### src/rtl/top2_sort_pkg.sv
package top2_sort_pkg;
  // counts fixed at package level so the strobe struct has a static shape
  localparam int NUM_IN  = 12;
  localparam int NUM_OUT = 2;
  localparam int WORD_W  = 31;
  localparam int QUAL_W  = 3;
  localparam int PT_W    = 5;
  localparam int RANK_W  = QUAL_W + PT_W;
  localparam int RANK_LSB = WORD_W - RANK_W;
  localparam int POS_W   = $clog2(NUM_IN);

  // strobes from the comparison network to the datapath
  typedef struct packed {
    logic [NUM_OUT-1:0][NUM_IN-1:0] pick;  // one-hot source per output slot
    logic [NUM_OUT-1:0]             fill;  // output slot has a winner
  } selStrobes_t;
endpackage

### src/rtl/tts_rank_ctrl.sv
module tts_rank_ctrl
  import top2_sort_pkg::*;
#(
  parameter int RANK_BITS = RANK_W
) (
  input  logic                                clk,
  input  logic                                rstN,
  input  logic [NUM_IN-1:0][RANK_BITS-1:0]    stageRanks,
  output selStrobes_t                         strobes
);
  // beatenBy[i][j]: candidate j outranks candidate i
  logic [NUM_IN-1:0][NUM_IN-1:0] beatenBy;
  logic [NUM_IN-1:0][POS_W-1:0]  position;
  logic [NUM_IN-1:0]             nonEmpty;

  genvar gi, gj, gk;
  generate
    for (gi = 0; gi < NUM_IN; gi++) begin : g_row
      assign nonEmpty[gi] = |stageRanks[gi];
      for (gj = 0; gj < NUM_IN; gj++) begin : g_col
        if (gj == gi) begin : g_self
          assign beatenBy[gi][gj] = 1'b0;
        end else if (gj < gi) begin : g_lower
          // lower index wins on an equal rank
          assign beatenBy[gi][gj] = (stageRanks[gj] >= stageRanks[gi]);
        end else begin : g_upper
          assign beatenBy[gi][gj] = (stageRanks[gj] > stageRanks[gi]);
        end
      end
    end
  endgenerate

  always_comb begin
    for (int i = 0; i < NUM_IN; i++) begin
      position[i] = '0;
      for (int j = 0; j < NUM_IN; j++) begin
        position[i] = position[i] + POS_W'(beatenBy[i][j]);
      end
    end
  end

  generate
    for (gk = 0; gk < NUM_OUT; gk++) begin : g_slot
      for (gi = 0; gi < NUM_IN; gi++) begin : g_cand
        assign strobes.pick[gk][gi] = nonEmpty[gi] && (position[gi] == POS_W'(gk));
      end
      assign strobes.fill[gk] = |strobes.pick[gk];


      pick_onehot_chk: assert property (@(posedge clk) disable iff (!rstN)
        $onehot0(strobes.pick[gk]));
    end
  endgenerate


  fill_order_chk: assert property (@(posedge clk) disable iff (!rstN)
    strobes.fill[1] |-> strobes.fill[0]);


  distinct_pick_chk: assert property (@(posedge clk) disable iff (!rstN)
    (strobes.pick[0] & strobes.pick[1]) == '0);
endmodule

### src/rtl/tts_datapath.sv
module tts_datapath
  import top2_sort_pkg::*;
#(
  parameter int WORD_BITS = WORD_W,
  parameter int RANK_BITS = RANK_W,
  localparam int RANK_LO  = WORD_BITS - RANK_BITS
) (
  input  logic                                clk,
  input  logic                                rstN,
  input  logic [NUM_IN*WORD_BITS-1:0]         inWords,
  input  selStrobes_t                         strobes,
  output logic [NUM_IN-1:0][RANK_BITS-1:0]    stageRanks,
  output logic [NUM_OUT*WORD_BITS-1:0]        outWords,
  output logic [NUM_OUT-1:0]                  outValid
);
  logic [NUM_IN-1:0][WORD_BITS-1:0]  stageWord;
  logic [NUM_OUT-1:0][WORD_BITS-1:0] muxWord;
  logic [NUM_OUT-1:0][WORD_BITS-1:0] outWordReg;
  logic                              stageAny;

  // first pipeline stage: capture every candidate
  always_ff @(posedge clk or negedge rstN) begin
    if (!rstN) begin
      stageWord <= '0;
    end else begin
      for (int i = 0; i < NUM_IN; i++) begin
        stageWord[i] <= inWords[i*WORD_BITS +: WORD_BITS];
      end
    end
  end

  genvar gi, gk;
  generate
    for (gi = 0; gi < NUM_IN; gi++) begin : g_rank
      assign stageRanks[gi] = stageWord[gi][WORD_BITS-1:RANK_LO];
    end
  endgenerate

  assign stageAny = |stageRanks;

  // one-hot AND-OR multiplexers
  always_comb begin
    for (int k = 0; k < NUM_OUT; k++) begin
      muxWord[k] = '0;
      for (int i = 0; i < NUM_IN; i++) begin
        muxWord[k] = muxWord[k] | (stageWord[i] & {WORD_BITS{strobes.pick[k][i]}});
      end
    end
  end

  // second pipeline stage: registered outputs
  always_ff @(posedge clk or negedge rstN) begin
    if (!rstN) begin
      outWordReg <= '0;
      outValid   <= '0;
    end else begin
      outWordReg <= muxWord;
      outValid   <= strobes.fill;
    end
  end

  generate
    for (gk = 0; gk < NUM_OUT; gk++) begin : g_out
      assign outWords[gk*WORD_BITS +: WORD_BITS] = outWordReg[gk];


      empty_zero_chk: assert property (@(posedge clk) disable iff (!rstN)
        !outValid[gk] |-> (outWordReg[gk] == '0));


      valid_rank_chk: assert property (@(posedge clk) disable iff (!rstN)
        outValid[gk] |-> (outWordReg[gk][WORD_BITS-1:RANK_LO] != '0));
    end
  endgenerate


  rank_order_chk: assert property (@(posedge clk) disable iff (!rstN)
    outValid[1] |-> (outWordReg[0][WORD_BITS-1:RANK_LO] >= outWordReg[1][WORD_BITS-1:RANK_LO]));


  latency_hit_chk: assert property (@(posedge clk) disable iff (!rstN)
    stageAny |=> outValid[0]);


  latency_miss_chk: assert property (@(posedge clk) disable iff (!rstN)
    !stageAny |=> !outValid[0]);
endmodule

### src/rtl/top2_track_sorter.sv
module top2_track_sorter
  import top2_sort_pkg::*;
#(
  parameter int WORD_BITS = WORD_W,
  parameter int RANK_BITS = RANK_W
) (
  input  logic                          clk,
  input  logic                          rstN,
  input  logic [NUM_IN*WORD_BITS-1:0]   inWords,
  output logic [NUM_OUT*WORD_BITS-1:0]  outWords,
  output logic [NUM_OUT-1:0]            outValid
);
  logic [NUM_IN-1:0][RANK_BITS-1:0] stageRanks;
  selStrobes_t                      strobes;

  tts_datapath #(
    .WORD_BITS(WORD_BITS),
    .RANK_BITS(RANK_BITS)
  ) u_datapath (
    .clk(clk),
    .rstN(rstN),
    .inWords(inWords),
    .strobes(strobes),
    .stageRanks(stageRanks),
    .outWords(outWords),
    .outValid(outValid)
  );

  tts_rank_ctrl #(
    .RANK_BITS(RANK_BITS)
  ) u_ctrl (
    .clk(clk),
    .rstN(rstN),
    .stageRanks(stageRanks),
    .strobes(strobes)
  );
endmodule

### config.mk
export PLATFORM = sky130hd
export DESIGN_NAME = top2_track_sorter
export DESIGN_NICKNAME = d
export VERILOG_FILES = /design/src/rtl/top2_sort_pkg.sv /design/src/rtl/tts_rank_ctrl.sv /design/src/rtl/tts_datapath.sv /design/src/rtl/top2_track_sorter.sv
export SDC_FILE = /design/constraint.sdc
export NUM_CORES = 1
export LEC_CHECK = 0
export BUFFER_PORTS_ARGS = -buffer_cell sky130_fd_sc_hd__clkbuf_2
export CORE_ASPECT_RATIO = 2
export CORE_UTILIZATION = 38
export CTS_BUF_LIST = sky130_fd_sc_hd__clkbuf_4
export DETAILED_ROUTE_END_ITERATION = 6
export GPL_TIMING_DRIVEN = 0
export HOLD_SLACK_MARGIN = 0.02
export SLEW_MARGIN = 20
export SYNTH_ARGS = -nofsm -noshare
export SYNTH_HDL_FRONTEND = slang
export SYNTH_SLANG_ARGS = --single-unit
### constraint.sdc
create_clock -name clk -period 10.7 [get_ports clk]
set_input_delay 2.14 -clock clk [delete_from_list [all_inputs] [get_ports clk]]
set_output_delay 2.14 -clock clk [all_outputs]
set_load 0.005 [all_outputs]
Word level (Yosys, flattened, before mapping)
Index checks and enable logic that the tools add are counted.
- register bits after elaboration: 436
- input port bits: 374
- output and inout bits: 64
- logic and storage cells: 375
- add/sub/neg operators: 120
- magnitude comparators: 132
- eq/ne operators: 12
- bitwise logic cells: 46
- reductions and logical operators: 50
- operators with widths (kind ; number):
    $and 31x31->31 ; 24
    $or 31x31->31 ; 22
    $ge 8x8->1 ; 66
    $gt 8x8->1 ; 66
    $add 4x1->4 ; 108
    $reduce_or 8->1 ; 12
    $eq 4x1->1 const B ; 12
    $logic_not 4->1 ; 12
    $add 1x1->2 ; 12
    $logic_and 1x1->1 ; 24
    $reduce_or 12->1 ; 2

Longest topological paths before layout
- depth in word-level cells: 25
- depth in mapped cells: 27
- depth with buffers taken out: 25

Cells and area by module
Synthesis repeated with hierarchy kept, for this count alone.
- cell total of the unflattened synthesis: 2767
- area total of the unflattened synthesis: 30496.7 um^2
- by module, submodules not included (module ; instances ; cells each ; area an instance (um^2) ; sequential area each (um^2)):
    tts_datapath ; 1 ; 1038 ; 15711.3 ; 10910.5
    tts_rank_ctrl ; 1 ; 1729 ; 14785.4 ; 0.0

Least setup slack after synthesis
Ideal clock, no wire load.
- path type: register to register
- start point: register u_datapath.stageWord, in the netlist u_datapath.stageRanks[29]
- end point: register u_datapath.outWordReg, in the netlist u_datapath.outWords[14]
- setup time: 0.069 ns
- arrival: 5.597 ns
- required time: 10.631 ns
- path slack: 5.034 ns
- cell stages (with the launch flop): 23
- buffers on the path: 2
- cell sequence: dfrtp_1 > inv_1 > ha_1 > a21o_1 > a21o_1 > a21oi_1 > o21ai_0 > o21bai_1 > ha_1 > fa_1 > fa_1 > inv_1 > fa_1 > inv_1 > ha_1 > fa_1 > or4_1 > o22ai_2 > and2_1 > buf_6 > buf_12 > a221oi_1 > nand3_1
- RTL lines (element ; RTL line ; RTL):
    start: declaration ; tts_datapath.sv:16 ; logic [NUM_IN-1:0][WORD_BITS-1:0] stageWord;
    start signal: indexed assignment ; tts_datapath.sv:27 ; stageWord[i] <= inWords[i*WORD_BITS +: WORD_BITS];
    end signal: assignment ; tts_datapath.sv:57 ; outWordReg <= muxWord;
    end: declaration ; tts_datapath.sv:18 ; logic [NUM_OUT-1:0][WORD_BITS-1:0] outWordReg;

==> flow_summary.ini <==
[sta]
max-slew-margin-rel_pct = 18.5
tightest_slew_ns = 1.22
skew_ns = 0.104
whs_ns = 0.504
rsz0062_at_grt = false
drv_slew = 0
layout_min_cycle_time_ns = 7.92
fin_crit_sh_pct = 74.0
finalHoldViolCount = 0
setup_viol = 0
fmax_mhz = 126

[critical_path]
start_kind = register
startpoint = u_datapath.stageRanks[49]
cp.required_ns = 11.62
critical_path_class = reg -> reg
worstPathCellList = inv_1 -> ha_1 -> nor2b_1 -> o21ai_0 -> nand2b_1 -> a21oi_1 -> o21ai_0 -> o21bai_1 -> ha_1 -> fa_1 -> fa_1 -> fa_1 -> ha_1 -> inv_1 -> fa_1 -> nor2b_1 -> a21oi_1 -> nor3b_4 -> clkbuf_1 -> nand3_1 -> nand3_1 -> nand4b_1
worstPathMaxFanout = 10
cp_slowest_stage_delay_ns = 0.87
crit_top_cell = fa_1
cp_top_family = adder cells
arrival_ns = 8.85
slowest_stage = o21ai_0
r2r-start = u_datapath.stageRanks[49]
cp_num_buf_inv = 3
cp-end-kind = register

[global_route]
grt.overflow.total = 0
grt_max_degree = 97
grt_pass1_vias = 30000
grt_pass1_wl_mm = 209
grt_usage_pct = 35.8
antenna_found_initial = 9

[floorplanning]
core-area_um2 = 81500
num_io_pins = 438
die_h_um = 408
core.rowCount = 148
start_util_pct = 38.4
fp.dieW_um = 205
die_area_um2 = 83600

[final_layout]
area_delta_synth_final_pct = 15.8
num-nets-final = 4575
fin_cells = 4666
final_cell_mix = ha_1, clkbuf_2, dfrtp_1, inv_1, nand3_1
final_common_cell = ha_1
multi_input_area_um2 = 19000
drive_gt1_share_pct = 18.4
final_area_um2 = 36200
register_area_um2 = 10900
fill_cells = 8123

[synth]
async_flop_share_pct = 100
ys.flop_type = dfrtp_1
yosys.area.top_type = dfrtp_1
synth_top_area_share_pct = 34.9
synthTopCellsByArea = dfrtp_1, ha_1, fa_1
synth_edf_count = 0
yosysWarnings = 0
synth.net_count = 4032
syn_area_um2 = 31300
syn_area_per_cell_um2 = 10.4
synth.distinct_cells = 73
ys_seq_elements = 436
netlist_instances = 2998
ys_seq_area_share_pct = 34.9

[route]
routedWlPerCell_um = 31.5
routed_wl_mm = 147
ant_nets = 0
dr.pass1.iters = 7
drc = 5
first_iter_violations = 2444
drt-vias-per-instance = 6.22
vias = 29000

[status]
violations = DRC
status = finished with violations

[clock_tree]
cts_num_sinks = 436
numCtsBuffers = 99
postCtsHoldBufs = 0
clkLatencyLatePin_ns = 1.12
cts.htree.levels = 3
path_clk_slew_ns = 0.08
cts_resized = 0
cts_tree = done
post_cts_buffers = 0
cts_buffer_depth = 3
cts-root-buf = clkbuf_4

[placed_design]
port_buffers = 437
gp_congestion = 1.05
detailed_place_hpwl_mm = 112
placed_area_um2 = 34900
dp.cells = 4490

[power]
cellLeakagePower_uw = 0.0181
peakVddDrop_v = 0.000188
power_density_nw_per_um2 = 308
finalPower_uw = 11100

[hold_path]
min-delay-start = u_datapath.stageWord[7]
hold_path_class = reg -> reg

[job]
maxCapViolations = 0
-- power breakdown --
part           leakage, µW  total, µW  internal, µW  switching, µW
clock             0.000753       1380           659            718
combinational       0.0122       7620          2710           4920
sequential         0.00509       2150          1940            211
total               0.0181      11100          5300           5850
-- metal layers --
layer,track usage [%],vias up,routed length [µm]
met1,36.7,14100,49100
met3,8.07,726,10900
met2,59.8,1683,70300
met5,0.357,-,46
li1,-,12500,-
met4,32.7,6,16600
-- final cells by class --
type / count / area share [%]
inverter: 260 / 2.69
clock inverter: 30 / 0.559
tap: 1050 / 3.63
sequential: 436 / 30.1
multi-input combinational: 2209 / 52.3
buffer: 93 / 1.33
antenna: 5 / 0.0345
clock buffer: 141 / 2.92
timing repair buffer: 442 / 6.38
-- path summary, 6_finish.rpt --
check	to	slack (ns)	cells after the start
hold / removal	u_datapath.outWords[7]	0.50	2
min in group asynchronous	u_datapath.stageWord[329]	1.11	1
setup reg to reg	u_datapath.outWords[35]	2.78	22
max in group asynchronous	u_datapath.stageRanks[76]	8.12	3
hold reg to reg	u_datapath.outWords[7]	0.50	2
setup / recovery	u_datapath.outWords[35]	2.78	22
-- flip-flops by register name (all words and copies together) (netlist names) --
name,flops
u_datapath.stageWord,276
u_datapath.stageRanks,96
u_datapath.outWords,62
u_datapath.outValid,2
-- synthesized netlist by cell type, drive strengths merged (7+ instances only) --
library cell and number:
ha 588, dfrtp 436, inv 259, nand3 209, a21o 133, a21oi 131, nand4 95, o21ai 92
nor2 74, nor2b 73, fa 72, nand2b 72, o21a 68, clkbuf 67, nand2 57, a22oi 52
a221oi 51, o22ai 50, a32oi 48, and3 46, a32o 43, nor4 31, o21bai 28, buf 26
nor3 26, nand4b 22, a222oi 21, a211oi 20, a22o 20, o32ai 19, and2 11, a31oi 7
-- worst min-delay path, cell delays in order, from the launching register on --
cell	delay [ns]
dfrtp_1	0.36
a211oi_1	0.08
nand3_1	0.07
-- metrics by stage --
step / utilization, % / setup WS (ns) / setup TNS, ns
global placement: 42.7 / -2.13 / -880.18
global route: 44.5 / 2.69 / 0
finish: 44.5 / 2.78 / 0
floorplan: - / 5.03 / 0
CTS: 44.4 / 2.92 / 0
detailed placement: 42.9 / 3.00 / 0
-- cells by family (layout without fill, tap and decap cells) --
group | after synthesis | in the layout | synth area share [%]
AOI/OAI and AO/OA | 799 | 799 | 18.5
and+or+nand+nor | 750 | 750 | 13.9
adders and majority gates | 660 | 660 | 28.1
DFF | 436 | 436 | 34.9
buffers and inverters | 353 | 966 | 4.66
other | 0 | 5 | 0
(Power assumes the default switching activity.)
